[src/rtl/msi_pkg.sv]
package msi_pkg;

  typedef enum logic [1:0] {
    LN_I = 2'd0,
    LN_S = 2'd1,
    LN_M = 2'd2
  } line_st_e;

  typedef enum logic {
    OP_RD  = 1'b0,
    OP_RDX = 1'b1
  } bus_op_e;

  typedef enum logic [2:0] {
    BS_IDLE,
    BS_CHECK,
    BS_FLUSH,
    BS_EVICT,
    BS_READ,
    BS_FILL
  } bus_st_e;

  // state a line takes when the peer's transaction is applied to it
  function automatic line_st_e snoop_next(line_st_e cur, bus_op_e op);
    if (op == OP_RDX) return LN_I;
    if (cur == LN_M)  return LN_S;
    return cur;
  endfunction

  // state installed when the owner's transaction completes
  function automatic line_st_e fill_state(logic we);
    return we ? LN_M : LN_S;
  endfunction

  // an access the cache may finish on its own, given a tag match
  function automatic logic local_serve(line_st_e cur, logic we);
    return (cur == LN_M) || (cur == LN_S && !we);
  endfunction

  // index of the granted cache: a pending retry first, otherwise cache 0
  function automatic logic pick_grant(logic [1:0] req, logic retry_pend, logic retry_who);
    if (retry_pend && req[retry_who]) return retry_who;
    if (req[0]) return 1'b0;
    return 1'b1;
  endfunction

endpackage

[src/rtl/msi_line_cache.sv]
module msi_line_cache
  import msi_pkg::*;
#(
  parameter int ADDR_W = 8,
  parameter int DATA_W = 16,
  parameter int IDX_W  = 2
) (
  input  logic              clk,
  input  logic              rst_n,
  input  logic              cpu_req,
  input  logic              cpu_we,
  input  logic [ADDR_W-1:0] cpu_addr,
  input  logic [DATA_W-1:0] cpu_wdata,
  output logic [DATA_W-1:0] cpu_rdata,
  output logic              cpu_done,
  input  logic              hold,
  output logic              bus_req,
  output bus_op_e           bus_op,
  output logic [ADDR_W-1:0] bus_addr,
  output logic              vic_dirty,
  output logic [ADDR_W-1:0] vic_addr,
  output logic [DATA_W-1:0] vic_data,
  input  logic              fill_valid,
  input  logic [DATA_W-1:0] fill_data,
  input  logic [ADDR_W-1:0] snp_addr,
  input  bus_op_e           snp_op,
  input  logic              snp_apply,
  output logic              snp_hit_m,
  output logic [DATA_W-1:0] snp_data,
  input  logic [ADDR_W-1:0] probe_addr,
  output logic [1:0]        probe_state
);

  localparam int LINES = 1 << IDX_W;
  localparam int TAG_W = ADDR_W - IDX_W;

  typedef enum logic [1:0] {CC_IDLE, CC_WAIT, CC_RESP} cc_st_e;

  line_st_e          st_q  [LINES];
  logic [TAG_W-1:0]  tag_q [LINES];
  logic [DATA_W-1:0] dat_q [LINES];

  cc_st_e            cst_q;
  logic              r_we_q;
  logic [ADDR_W-1:0] r_addr_q;
  logic [DATA_W-1:0] r_wdata_q;
  logic [DATA_W-1:0] rdata_q;

  // lookup of the incoming processor access
  logic [IDX_W-1:0] a_idx;
  logic [TAG_W-1:0] a_tag;
  logic             a_match, accept, serve_now;
  assign a_idx     = cpu_addr[IDX_W-1:0];
  assign a_tag     = cpu_addr[ADDR_W-1:IDX_W];
  assign a_match   = (st_q[a_idx] != LN_I) && (tag_q[a_idx] == a_tag);
  assign accept    = (cst_q == CC_IDLE) && cpu_req && !hold;
  assign serve_now = a_match && local_serve(st_q[a_idx], cpu_we);

  // pending miss
  logic [IDX_W-1:0] r_idx;
  logic [TAG_W-1:0] r_tag;
  logic [DATA_W-1:0] fill_word;
  assign r_idx     = r_addr_q[IDX_W-1:0];
  assign r_tag     = r_addr_q[ADDR_W-1:IDX_W];
  assign fill_word = r_we_q ? r_wdata_q : fill_data;

  // snoop lookup
  logic [IDX_W-1:0] s_idx;
  logic [TAG_W-1:0] s_tag;
  logic             s_match;
  assign s_idx   = snp_addr[IDX_W-1:0];
  assign s_tag   = snp_addr[ADDR_W-1:IDX_W];
  assign s_match = (st_q[s_idx] != LN_I) && (tag_q[s_idx] == s_tag);

  // probe lookup
  logic [IDX_W-1:0] p_idx;
  logic [TAG_W-1:0] p_tag;
  assign p_idx = probe_addr[IDX_W-1:0];
  assign p_tag = probe_addr[ADDR_W-1:IDX_W];

  always_ff @(posedge clk) begin
    if (!rst_n) begin
      cst_q     <= CC_IDLE;
      r_we_q    <= 1'b0;
      r_addr_q  <= '0;
      r_wdata_q <= '0;
      rdata_q   <= '0;
      for (int i = 0; i < LINES; i++) begin
        st_q[i]  <= LN_I;
        tag_q[i] <= '0;
        dat_q[i] <= '0;
      end
    end else begin
      case (cst_q)
        CC_IDLE: begin
          if (accept) begin
            if (serve_now) begin
              if (cpu_we) dat_q[a_idx] <= cpu_wdata;
              rdata_q <= cpu_we ? cpu_wdata : dat_q[a_idx];
              cst_q   <= CC_RESP;
            end else begin
              r_we_q    <= cpu_we;
              r_addr_q  <= cpu_addr;
              r_wdata_q <= cpu_wdata;
              cst_q     <= CC_WAIT;
            end
          end
        end
        CC_WAIT: begin
          if (fill_valid) begin
            tag_q[r_idx] <= r_tag;
            st_q[r_idx]  <= fill_state(r_we_q);
            dat_q[r_idx] <= fill_word;
            rdata_q      <= fill_word;
            cst_q        <= CC_RESP;
          end
        end
        default: cst_q <= CC_IDLE;
      endcase
      if (snp_apply && s_match) st_q[s_idx] <= snoop_next(st_q[s_idx], snp_op);
    end
  end

  assign cpu_rdata   = rdata_q;
  assign cpu_done    = (cst_q == CC_RESP);
  assign bus_req     = (cst_q == CC_WAIT);
  assign bus_op      = r_we_q ? OP_RDX : OP_RD;
  assign bus_addr    = r_addr_q;
  assign vic_dirty   = (st_q[r_idx] == LN_M) && (tag_q[r_idx] != r_tag);
  assign vic_addr    = {tag_q[r_idx], r_idx};
  assign vic_data    = dat_q[r_idx];
  assign snp_hit_m   = s_match && (st_q[s_idx] == LN_M);
  assign snp_data    = dat_q[s_idx];
  assign probe_state = (tag_q[p_idx] == p_tag) ? st_q[p_idx] : LN_I;

endmodule

[src/rtl/msi_bus_arb.sv]
module msi_bus_arb
  import msi_pkg::*;
(
  input  logic       clk,
  input  logic       rst_n,
  input  logic [1:0] bus_req,
  input  logic       arb_open,
  input  logic       flush_ev,
  input  logic       flush_who,
  output logic       gnt_any,
  output logic       gnt_who,
  output logic       retry_pend
);

  logic retry_who_q;
  logic retry_pend_q;

  assign gnt_any    = |bus_req;
  assign gnt_who    = pick_grant(bus_req, retry_pend_q, retry_who_q);
  assign retry_pend = retry_pend_q;

  always_ff @(posedge clk) begin
    if (!rst_n) begin
      retry_pend_q <= 1'b0;
      retry_who_q  <= 1'b0;
    end else if (flush_ev) begin
      retry_pend_q <= 1'b1;
      retry_who_q  <= flush_who;
    end else if (arb_open && gnt_any) begin
      retry_pend_q <= 1'b0;
    end
  end

endmodule

[src/rtl/msi_pair_ctrl.sv]
module msi_pair_ctrl
  import msi_pkg::*;
#(
  parameter int ADDR_W = 8,
  parameter int DATA_W = 16,
  parameter int IDX_W  = 2
) (
  input  logic              clk,
  input  logic              rst_n,
  input  logic              p1_req,
  input  logic              p1_we,
  input  logic [ADDR_W-1:0] p1_addr,
  input  logic [DATA_W-1:0] p1_wdata,
  output logic [DATA_W-1:0] p1_rdata,
  output logic              p1_done,
  input  logic              p2_req,
  input  logic              p2_we,
  input  logic [ADDR_W-1:0] p2_addr,
  input  logic [DATA_W-1:0] p2_wdata,
  output logic [DATA_W-1:0] p2_rdata,
  output logic              p2_done,
  output logic              mem_rd,
  output logic              mem_wr,
  output logic [ADDR_W-1:0] mem_addr,
  output logic [DATA_W-1:0] mem_wdata,
  input  logic [DATA_W-1:0] mem_rdata,
  input  logic [ADDR_W-1:0] probe_addr,
  output logic [1:0]        probe_st1,
  output logic [1:0]        probe_st2
);

  localparam int NCACHE = 2;

  // per-cache processor side
  logic [NCACHE-1:0] c_req, c_we, c_done;
  logic [ADDR_W-1:0] c_addr  [NCACHE];
  logic [DATA_W-1:0] c_wdata [NCACHE];
  logic [DATA_W-1:0] c_rdata [NCACHE];

  // per-cache bus side
  logic [NCACHE-1:0] bus_req_w, c_vic_dirty, c_hit_m, c_fill, c_apply;
  bus_op_e           c_op       [NCACHE];
  logic [ADDR_W-1:0] c_bus_addr [NCACHE];
  logic [ADDR_W-1:0] c_vic_addr [NCACHE];
  logic [DATA_W-1:0] c_vic_data [NCACHE];
  logic [DATA_W-1:0] c_snp_data [NCACHE];
  logic [1:0]        c_probe    [NCACHE];

  assign c_req[0] = p1_req;   assign c_req[1] = p2_req;
  assign c_we[0]  = p1_we;    assign c_we[1]  = p2_we;
  assign c_addr[0]  = p1_addr;  assign c_addr[1]  = p2_addr;
  assign c_wdata[0] = p1_wdata; assign c_wdata[1] = p2_wdata;
  assign p1_rdata = c_rdata[0]; assign p2_rdata = c_rdata[1];
  assign p1_done  = c_done[0];  assign p2_done  = c_done[1];
  assign probe_st1 = c_probe[0];
  assign probe_st2 = c_probe[1];

  // bus sequencer state
  bus_st_e bst_q;
  logic    owner_q;
  logic    other_w;
  assign other_w = ~owner_q;

  // named events for the checker
  logic grant_ev, grant_who, flush_ev, fill_ev, gnt_any, retry_pend_q;
  assign grant_ev = (bst_q == BS_IDLE) && gnt_any;
  assign flush_ev = (bst_q == BS_FLUSH);
  assign fill_ev  = (bst_q == BS_FILL);

  msi_bus_arb u_arb (
    .clk        (clk),
    .rst_n      (rst_n),
    .bus_req    (bus_req_w),
    .arb_open   (bst_q == BS_IDLE),
    .flush_ev   (flush_ev),
    .flush_who  (owner_q),
    .gnt_any    (gnt_any),
    .gnt_who    (grant_who),
    .retry_pend (retry_pend_q)
  );

  for (genvar g = 0; g < NCACHE; g++) begin : g_cache
    localparam logic ME  = (g == 0) ? 1'b0 : 1'b1;
    localparam logic OTH = ~ME;

    assign c_fill[g]  = fill_ev && (owner_q == ME);
    assign c_apply[g] = (owner_q == OTH) &&
                        (((bst_q == BS_CHECK) && !c_hit_m[g]) || (bst_q == BS_FLUSH));

    msi_line_cache #(
      .ADDR_W (ADDR_W),
      .DATA_W (DATA_W),
      .IDX_W  (IDX_W)
    ) u_cache (
      .clk         (clk),
      .rst_n       (rst_n),
      .cpu_req     (c_req[g]),
      .cpu_we      (c_we[g]),
      .cpu_addr    (c_addr[g]),
      .cpu_wdata   (c_wdata[g]),
      .cpu_rdata   (c_rdata[g]),
      .cpu_done    (c_done[g]),
      .hold        (flush_ev),
      .bus_req     (bus_req_w[g]),
      .bus_op      (c_op[g]),
      .bus_addr    (c_bus_addr[g]),
      .vic_dirty   (c_vic_dirty[g]),
      .vic_addr    (c_vic_addr[g]),
      .vic_data    (c_vic_data[g]),
      .fill_valid  (c_fill[g]),
      .fill_data   (mem_rdata),
      .snp_addr    (c_bus_addr[OTH]),
      .snp_op      (c_op[OTH]),
      .snp_apply   (c_apply[g]),
      .snp_hit_m   (c_hit_m[g]),
      .snp_data    (c_snp_data[g]),
      .probe_addr  (probe_addr),
      .probe_state (c_probe[g])
    );
  end

  always_ff @(posedge clk) begin
    if (!rst_n) begin
      bst_q   <= BS_IDLE;
      owner_q <= 1'b0;
    end else begin
      case (bst_q)
        BS_IDLE: if (grant_ev) begin
          owner_q <= grant_who;
          bst_q   <= BS_CHECK;
        end
        BS_CHECK: begin
          if (c_hit_m[other_w])          bst_q <= BS_FLUSH;
          else if (c_vic_dirty[owner_q]) bst_q <= BS_EVICT;
          else                           bst_q <= BS_READ;
        end
        BS_FLUSH: bst_q <= BS_IDLE;
        BS_EVICT: bst_q <= BS_READ;
        BS_READ:  bst_q <= BS_FILL;
        default:  bst_q <= BS_IDLE;
      endcase
    end
  end

  always_comb begin
    mem_rd    = (bst_q == BS_READ);
    mem_wr    = (bst_q == BS_FLUSH) || (bst_q == BS_EVICT);
    mem_addr  = c_bus_addr[owner_q];
    mem_wdata = c_snp_data[other_w];
    if (bst_q == BS_EVICT) begin
      mem_addr  = c_vic_addr[owner_q];
      mem_wdata = c_vic_data[owner_q];
    end
  end

endmodule

[config.mk]
export PLATFORM = sky130hd
export DESIGN_NAME = msi_pair_ctrl
export DESIGN_NICKNAME = d
export VERILOG_FILES = /design/src/rtl/msi_pkg.sv /design/src/rtl/msi_line_cache.sv /design/src/rtl/msi_bus_arb.sv /design/src/rtl/msi_pair_ctrl.sv
export SDC_FILE = /design/constraint.sdc
export NUM_CORES = 1
export LEC_CHECK = 0
export BUFFER_PORTS_ARGS = -buffer_cell sky130_fd_sc_hd__buf_4
export CAP_MARGIN = 20
export CORE_MARGIN = 2
export CORE_UTILIZATION = 33
export DETAILED_ROUTE_END_ITERATION = 8
export HOLD_SLACK_MARGIN = 0.05
export PLACE_DENSITY = 0.54
export SETUP_SLACK_MARGIN = 0.02
export SYNTH_ARGS = -nofsm -noshare
export SYNTH_HDL_FRONTEND = slang
export SYNTH_SLANG_ARGS = --single-unit
export TNS_END_PERCENT = 20
[constraint.sdc]
create_clock -name clk -period 3.6 [get_ports clk]
set_input_delay 0.72 -clock clk [delete_from_list [all_inputs] [get_ports clk]]
set_output_delay 0.72 -clock clk [all_outputs]
set_load 0.005 [all_outputs]
# Word level (Yosys, flattened, before mapping)
# Memories as Yosys holds them, arrays and structs flattened. A register that Yosys moved wholly into a read port is not among the register bits.
# Cells that the tools add are included.
[word_totals] ff_bits=92 mem_bits_rw=192 input_bits=78 out_inout_bits=64 elab_cells=292 mem_count=6
[classes] magnitude_cmp=5 n_eq_ne=32 muxes=166 n_bitwise=5 reduce_logical=64
[mem_list] name="g_cache[0].u_cache.dat_q" depth=4 word_bits=16 rd=3 rd_ports_with_merged_regs=2 wr=4 line_no="msi_line_cache.sv:41" rtl="logic [DATA_W-1:0] dat_q [LINES];"
[mem_list] name="g_cache[1].u_cache.dat_q" depth=4 word_bits=16 rd=3 rd_ports_with_merged_regs=2 wr=4 line_no="msi_line_cache.sv:41"
[mem_list] name="g_cache[0].u_cache.tag_q" depth=4 word_bits=6 rd=4 rd_ports_with_merged_regs=2 wr=4 line_no="msi_line_cache.sv:40" rtl="logic [TAG_W-1:0] tag_q [LINES];"
[mem_list] name="g_cache[1].u_cache.tag_q" depth=4 word_bits=6 rd=4 rd_ports_with_merged_regs=2 wr=4 line_no="msi_line_cache.sv:40"
[mem_list] name="g_cache[0].u_cache.st_q" depth=4 word_bits=2 rd=4 rd_ports_with_merged_regs=2 wr=4 line_no="msi_line_cache.sv:39" rtl="line_st_e st_q [LINES];"
[mem_list] name="g_cache[1].u_cache.st_q" depth=4 word_bits=2 rd=4 rd_ports_with_merged_regs=2 wr=4 line_no="msi_line_cache.sv:39"
[op_table] cell="$mux W16" n=21
[op_table] cell="$mux W2" n=60
[op_table] cell="$mux W1" n=68
[op_table] cell="$pmux W16 S2" n=2
[op_table] cell="$reduce_or A16 Y1" n=4
[op_table] cell="$mux W8" n=7
[op_table] cell="$eq A6 B6 Y1" n=6
[op_table] cell="$logic_and A1 B1 Y1" n=26
[op_table] cell="$eq A2 B2 Y1 const B" n=8
[op_table] cell="$reduce_bool A2 Y1" n=7
[op_table] cell="$mux W6" n=2
[op_table] cell="$ne A6 B6 Y1" n=2
[op_table] cell="$pmux W3 S4" n=1
[op_table] cell="$reduce_or A6 Y1" n=2
[op_table] cell="$reduce_or A2 Y1" n=5
[op_table] cell="$mux W3" n=3
[op_table] cell="$eq A2 B1 Y1 const B" n=4
[op_table] cell="$ne A2 B1 Y1 const B" n=4
[op_table] cell="$pmux W2 S2" n=2
[op_table] cell="$reduce_and A4 Y1" n=2
[op_table] cell="$eq A3 B2 Y1 const B" n=2
[op_table] cell="$eq A3 B3 Y1 const B" n=2
[op_table] cell="$lt A1 B2 Y1 const B" n=3
[op_table] cell="$ne A2 B2 Y1 const B" n=3
[op_table] cell="other kinds (10)" n=26

# Logic depth before layout (Yosys ltp)
# Gate-level depths: netlist (run 1).
[depth] word_depth=18 depth_mapped=10 mapped_depth_nobuf=6

# Modules after synthesis
# A second synthesis (run 1) with hierarchy kept.
[hier_totals] hier_cells=1482 area_unflattened_um2=17932.2
[by_module_without_submodules] mod="msi_line_cache (g_cache[1].u_cache)" n_inst=1 cells_each=724 area_each_um2=8604.5 seq_area_each_um2=3783.6
[by_module_without_submodules] mod="msi_line_cache (g_cache[0].u_cache)" n_inst=1 cells_each=680 area_each_um2=8348.0 seq_area_each_um2=3783.6
[by_module_without_submodules] mod="msi_pair_ctrl" n_inst=1 cells_each=68 area_each_um2=890.9 seq_area_each_um2=80.1
[by_module_without_submodules] mod="msi_bus_arb" n_inst=1 cells_each=10 area_each_um2=88.8 seq_area_each_um2=40.0

# Worst setup path after synthesis (run 1)
# No wires, ideal clock.
[synth_path] path_type="input -> register" startpoint="input p1_addr[0]" endpoint="memory g_cache[0].u_cache.dat_q[3][0] (enable)" t_arrival_ns=3.411 t_required_ns=3.191 setup_slack_ns=-0.221 path_stages=7 path_cell_list="buf_2 mux4_2 xnor2_2 nand4_4 nor3_1 o21ai_0 nor3_1"
[synth_lines] item="from (decl)" line_no="msi_pair_ctrl.sv:12" rtl="input logic [ADDR_W-1:0] p1_addr,"
[synth_lines] item="to (decl)" line_no="msi_line_cache.sv:41"

==> impl_metrics.yaml, run 1 <==
placement:
  post-place-ws_ns: 0.331
  dpl.hpwl_microns: 41700
  placed_cells: 2214
  port_buffers: 141
  place_congestion: 0.862
synth:
  ys_seq_elements: 288
  yosys-top-cells-area: "edfxtp_1 33%, mux4_2 22%, dfxtp_1 11%, mux2i_1 4.1%, nor2_1 3.4%"
  synthSimpleGateAreaFrac_pct: 12.5
  synth_edf_count: 192
  ys_types: 68
  synth.most_common_cell: "edfxtp_1"
  netlist_top_cells_count: "192 x edfxtp_1, 172 x mux4_2, 157 x nor2_1, 96 x dfxtp_1, 88 x clkbuf_1"
  synth_top_family_by_area: "multiplexers"
  synthCells: 1456
  synth_top_area_share_pct: 33.2
  synth_largest_area_cell: "edfxtp_1"
  netlist_area_sq_mm: 0.0174
  ys.flop_type: "edfxtp_1"
  ys_seq_area_share_pct: 44.3
  synth_compound_area_share_pct: 8.59
  yosysWarnings: 0
  syn_avg_cell_area_sq_um: 11.9
  synth_mux_area_share_pct: 28.0
  synth_xor_xnor_area_share_pct: 2.39
  synth_fp_nets: 1534
  synthArstFlopShare_pct: 0
  synthAdderAreaFrac_pct: 0
floorplan:
  die_h_microns: 233
  fp.coreArea_sq_mm: 0.0522
  die_area_sq_mm: 0.0545
  die_x_microns: 233
  rows: 84
  start_util_pct: 33.2
  ios: 142
grt:
  grt_pass1_wl_microns: 85000
  grt_usage_pct: 21.1
  antenna_found_initial: 0
  grt_overflow: 0
  grt_pass1_vias: 12800
  grt_start_max_net_pins: 59
cts:
  clock_path_buffers: 3
  cts_buffers: 36
  cts.clk_slew.worst_paths_ns: 0.06
  cts_tree: "done"
  htree_levels: 2
  cts_root_buf: "clkbuf_16"
  cts.sinks: 288
  ctsHoldBuffers: 0
  clock_latency_ns: 0.55
  cts_resized: 0
timing:
  tightest_slew_ns: 0.998
  finalSetupViolCount: 0
  slew_headroom_pct: 32.7
  fin_crit_sh_pct: 93.4
  hold_viol: 0
  setup_tns_ns: 0
  skew_ns: 0.0129
  report.final.slew_viol_count: 0
  min_period_ns: 3.36
  layout_setup_ws_ns: 0.237
  rsz0062_at_grt: "no"
  fmax_mhz: 297
pwr:
  peakVddDrop_mv: 0.247
  power_mw: 9.27
  power.density_mw_per_mm2: 453
  total_leakage_power_nw: 7.51
layout:
  num_antenna_cells: 0
  fillers: 5017
  nets: 1644
  regArea_sq_mm: 0.00770
  drive_gt1_share_pct: 30.5
  fin_cells: 2280
  area_growth_pct: 17.9
  multiInputGateArea_sq_mm: 0.00897
routing:
  first_iter_violations: 1177
  dr.pass1.iters: 5
  postRouteAntennaNets: 0
  wl_per_cell_microns: 25.1
  drc_errors: 0
  via_per_inst: 5.71
  via_count: 13000
  totalWireLength_microns: 57200
hold_path:
  min_path_type: "input port to flip-flop"
  holdPathStages: 3
outcome:
  outcome: "complete, no violations"
setup_path:
  critPathKind: "flip-flop to primary output"
  crit_chain: "buf_12 > mux4_2 > mux4_2 > buf_4"
  end_kind: "primary output"
  crit_path_end: "mem_wdata[5]"
  path_max_fanout: 12
  critPathLaunchType: "flip-flop"
  r2r_cells: 8
  critPathSlowestCell: "mux4_2"
  critPathRequiredTime_ns: 2.88
  cp.arrival_ns: 2.64
  cp_common_cell: "mux4_2"
  r2r_start: "bst_q[0]"
  worst-r2r-setup-slack_ns: 0.50
  reg2reg_to: "g_cache[1].u_cache.dat_q[2][7]"
  max_stage_delay_ns: 0.57
run:
  maxCapViolations: 0
==> critical path, delay by kind of cell, from the launching register on <==
kind	cells	cell delay, ns
muxes	2	1.13
DFF	1	0.55
buffers and inverters	2	0.38
==> power breakdown <==
| part | internal (mW) | leakage, nW | switching (mW) | total, mW |
|---|---|---|---|---|
| Sequential | 3.69 | 2.77 | 0.219 | 3.91 |
| Combinational | 0.846 | 4.17 | 0.939 | 1.79 |
| Clock | 2.12 | 0.569 | 1.46 | 3.58 |
| Total | 6.65 | 7.51 | 2.62 | 9.27 |
==> worst min path at each step <==
stage                                       to                            start
2_1_floorplan  g_cache[1].u_cache.r_wdata_q[0]  g_cache[1].u_cache.r_wdata_q[0]
3_3_place_gp   g_cache[1].u_cache.r_wdata_q[1]  g_cache[1].u_cache.r_wdata_q[1]
3_5_place_dp   g_cache[1].u_cache.r_wdata_q[0]  g_cache[1].u_cache.r_wdata_q[0]
4_1_cts        g_cache[0].u_cache.r_wdata_q[3]                      p1_wdata[3]
5_1_grt        g_cache[1].u_cache.r_wdata_q[5]                      p2_wdata[5]
6_report       g_cache[1].u_cache.r_wdata_q[5]                      p2_wdata[5]
==> cells by family (layout without fill, tap and decap cells) <==
group	Yosys count	count (layout)
simple gates	431	431
flops	288	288
mux	267	267
compound gates	243	243
buf+inv	183	319
xor+xnor	44	44
==> metrics by stage <==
step                util [%]  hold WS (ns)  cell area, sq um
floorplan                  -         0.436             17400
global placement        37.0         0.445             19300
detailed placement      37.0         0.452             19300
CTS                     39.2         0.400             20500
global route            39.2         0.438             20500
finish                  39.2         0.427             20500
==> layout by cell type (no fill, tap or decap), drive strengths merged, types with 5 or more instances in the layout <==
| cell | netlist | routed |
|---|---|---|
| o21ai | 88 | 88 |
| inv | 52 | 54 |
| xnor2 | 35 | 35 |
| nor2b | 26 | 26 |
| o31ai | 5 | 5 |
| buf | 41 | 203 |
| dfxtp | 96 | 96 |
| a21oi | 66 | 66 |
| edfxtp | 192 | 192 |
| nor3b | 5 | 5 |
| nor3 | 14 | 14 |
| and3 | 37 | 37 |
| nand2b | 6 | 6 |
| nor2 | 157 | 157 |
| mux4 | 172 | 172 |
| nand3b | 18 | 18 |
| nand2 | 75 | 75 |
| clkinv | 0 | 10 |
| nand3 | 51 | 51 |
| mux2i | 71 | 71 |
| nor4 | 8 | 8 |
| clkbuf | 90 | 49 |
| and2 | 14 | 14 |
| a211oi | 18 | 18 |
| mux2 | 24 | 24 |
| xor2 | 9 | 9 |
| a22oi | 35 | 35 |
| nand4 | 11 | 11 |
==> area by class of cell <==
type	count	area share, %
clock buffer	49	4.96
clock inverter	15	0.623
inverter	52	0.953
multi-input combinational	985	43.8
sequential	288	37.6
tap	688	4.20
timing repair buffer	203	7.87
==> repair_timing <==
| item | 4_1_cts | 5_1_grt |
|---|---|---|
| buffers inserted | 0 | 2 |
| setup endpoints to repair | 0 | 3 |
| endpoints found under the hold margin | 0 | 0 |
==> state kept, by name (all words and copies together), names as in the netlist, named ones only <==
register and flops:
u_arb.retry_who_q 1, g_cache.u_cache.r_we_q 2, owner_q 1, g_cache.u_cache.dat_q 128, g_cache.u_cache.tag_q 48, bst_q 3
g_cache.u_cache.st_q 16, g_cache.u_cache.cpu_rdata 32, u_arb.retry_pend 1, g_cache.u_cache.bus_addr 16, g_cache.u_cache.r_wdata_q 32, g_cache.u_cache.cst_q 4
==> routing by layer <==
metal	up-vias	routed length (microns)	GRT usage [%]
met5	-	0	0
met4	0	1990	7.78
met3	88	3510	3.47
met2	482	28800	36.7
met1	6650	22800	26.4
li1	5804	-	-
No activity file was read; power rests on OpenSTA's default activity.
==> run 2: changes to the inputs <==
PLACE_DENSITY = default   (was 0.54)
==> run 2 against run 1 <==
Sequential share of layout area about the same. Via count up 0.38%. Final cell count down 0.22%. Wire length down 0.92%. Setup slack worse by 0.12 ns. Final area about the same. Global-route usage down 0.60 points. Clock skew up 0.0025 ns. Worst hold slack better by 0.026 ns. Register-to-register slack worse by 0.05 ns. Critical endpoint is now mem_wdata[0]. Largest power group unchanged.
==> impl_metrics.yaml, run 2 (synthesized netlist as in run 1, its figures left out) <==
timing:
  slew_headroom_pct: 28.6
  hold_viol: 0
  rsz0062_at_grt: "no"
  fin_crit_sh_pct: 96.7
  min_period_ns: 3.48
  setup_tns_ns: 0
  skew_ns: 0.0154
  tightest_slew_ns: 1.07
  layout_setup_ws_ns: 0.118
  finalSetupViolCount: 0
  fmax_mhz: 287
  report.final.slew_viol_count: 0
  hold_ws_ns: 0.454
layout:
  num_antenna_cells: 0
  fillers: 4949
  top_register: "g_cache.u_cache.dat_q"
  area_growth_pct: 17.9
  reg_top3: "g_cache.u_cache.dat_q x128, g_cache.u_cache.tag_q x48"
  largest_reg_flops: 128
  fin_cells: 2275
  final_common_cell: "edfxtp_1"
  drive_gt1_share_pct: 30.1
  final_cell_mix: "192 x edfxtp_1, 190 x buf_4, 172 x mux4_2"
  nets: 1640
grt:
  grt_usage_pct: 20.5
  grt_pass1_vias: 13000
  antenna_found_initial: 0
  grt_overflow: 0
  grt_start_max_net_pins: 65
  grt_pass1_wl_microns: 82800
floorplan:
  ios: 142
  die_x_microns: 233
  rows: 84
  start_util_pct: 33.2
  fp.coreArea_sq_mm: 0.0522
  die_h_microns: 233
  die_area_sq_mm: 0.0545
placement:
  placed_cells: 2212
  post-place-ws_ns: 0.230
  port_buffers: 141
  dpl.hpwl_microns: 41400
  place_congestion: 0.837
pwr:
  power_mw: 9.19
  peakVddDrop_mv: 0.310
  total_leakage_power_nw: 7.47
  power.density_mw_per_mm2: 449
cts:
  cts_root_buf: "clkbuf_16"
  clock_latency_ns: 0.53
  postCtsSetupBuffers: 0
  ctsHoldBuffers: 0
  cts_tree: "done"
  htree_levels: 2
  cts.clk_slew.worst_paths_ns: 0.06
  clock_path_buffers: 3
  cts_resized: 0
  cts_buffers: 34
  cts.sinks: 288
setup_path:
  max_stage_delay_ns: 0.72
  cp_common_cell: "mux4_2"
  crit_family: "multiplexers"
  crit_chain: "buf_12 > mux4_2 > mux4_2 > buf_4"
  crit_buf_inv: 2
  critPathKind: "flip-flop to primary output"
  cp.arrival_ns: 2.76
  end_kind: "primary output"
  path_max_fanout: 32
  critPathLaunchType: "flip-flop"
  critPathSlowestCell: "dfxtp_2"
  critPathRequiredTime_ns: 2.88
routing:
  totalWireLength_microns: 56600
  wl_per_cell_microns: 24.9
  first_iter_violations: 1207
  postRouteAntennaNets: 0
  drc_errors: 0
  via_count: 13100
  via_per_inst: 5.75
  dr.pass1.iters: 5
outcome:
  outcome: "complete, no violations"
run:
  maxCapViolations: 0
hold_path:
  min_path_type: "flip-flop to flip-flop"
## run 2: cell type report
cell class	instances	area, sq um	area share (%)
Multi-Input combinational cell	985	8970	43.8
Clock buffer	38	866	4.23
Tap cell	688	861	4.21
Timing Repair Buffer	201	1640	8.02
Clock inverter	23	235	1.15
Inverter	52	195	0.954
Sequential cell	288	7700	37.6
## run 2: power breakdown
part           total (mW)  internal, mW  switching [mW]
combinational        1.81         0.859           0.955
sequential           3.92          3.69           0.227
clock                3.46          2.03            1.42
total                9.19          6.58            2.61
## run 2: per-layer routing
layer | GRT usage, % | part of all wire [%] | vias up
li1 | - | - | 5793
met1 | 25.6 | 38 | 6566
met2 | 35.6 | 50 | 599
met3 | 2.75 | 7.2 | 116
met4 | 8.92 | 4.6 | 0
met5 | 0 | 0 | -
## run 2: worst min-delay path: cells and delay by family, from the launching register on
kind | cells | cell delay [ns]
AOI/OAI and AO/OA | 1 | 0.05
DFF | 1 | 0.31
and+or+nand+nor | 1 | 0.06
## run 2: final timing paths
kind              depth (start not counted)                             from  slack (ns)                               to
setup reg to reg                          7                        flip-flop        0.45    g_cache[0].u_cache.st_q[1][1]
hold / removal                            2  g_cache[1].u_cache.r_wdata_q[4]        0.45  g_cache[1].u_cache.r_wdata_q[4]
setup / recovery                          4                        flip-flop        0.12                     mem_wdata[0]
hold reg to reg                           2  g_cache[1].u_cache.r_wdata_q[4]        0.45  g_cache[1].u_cache.r_wdata_q[4]
## run 2: stage by stage
stage	cell area (sq um)	utilization, %
after detailed placement	19300	37.0
after floorplan	17400	-
final	20500	39.2
after global routing	20500	39.2
after CTS	20400	39.1
after global placement	19300	37.0
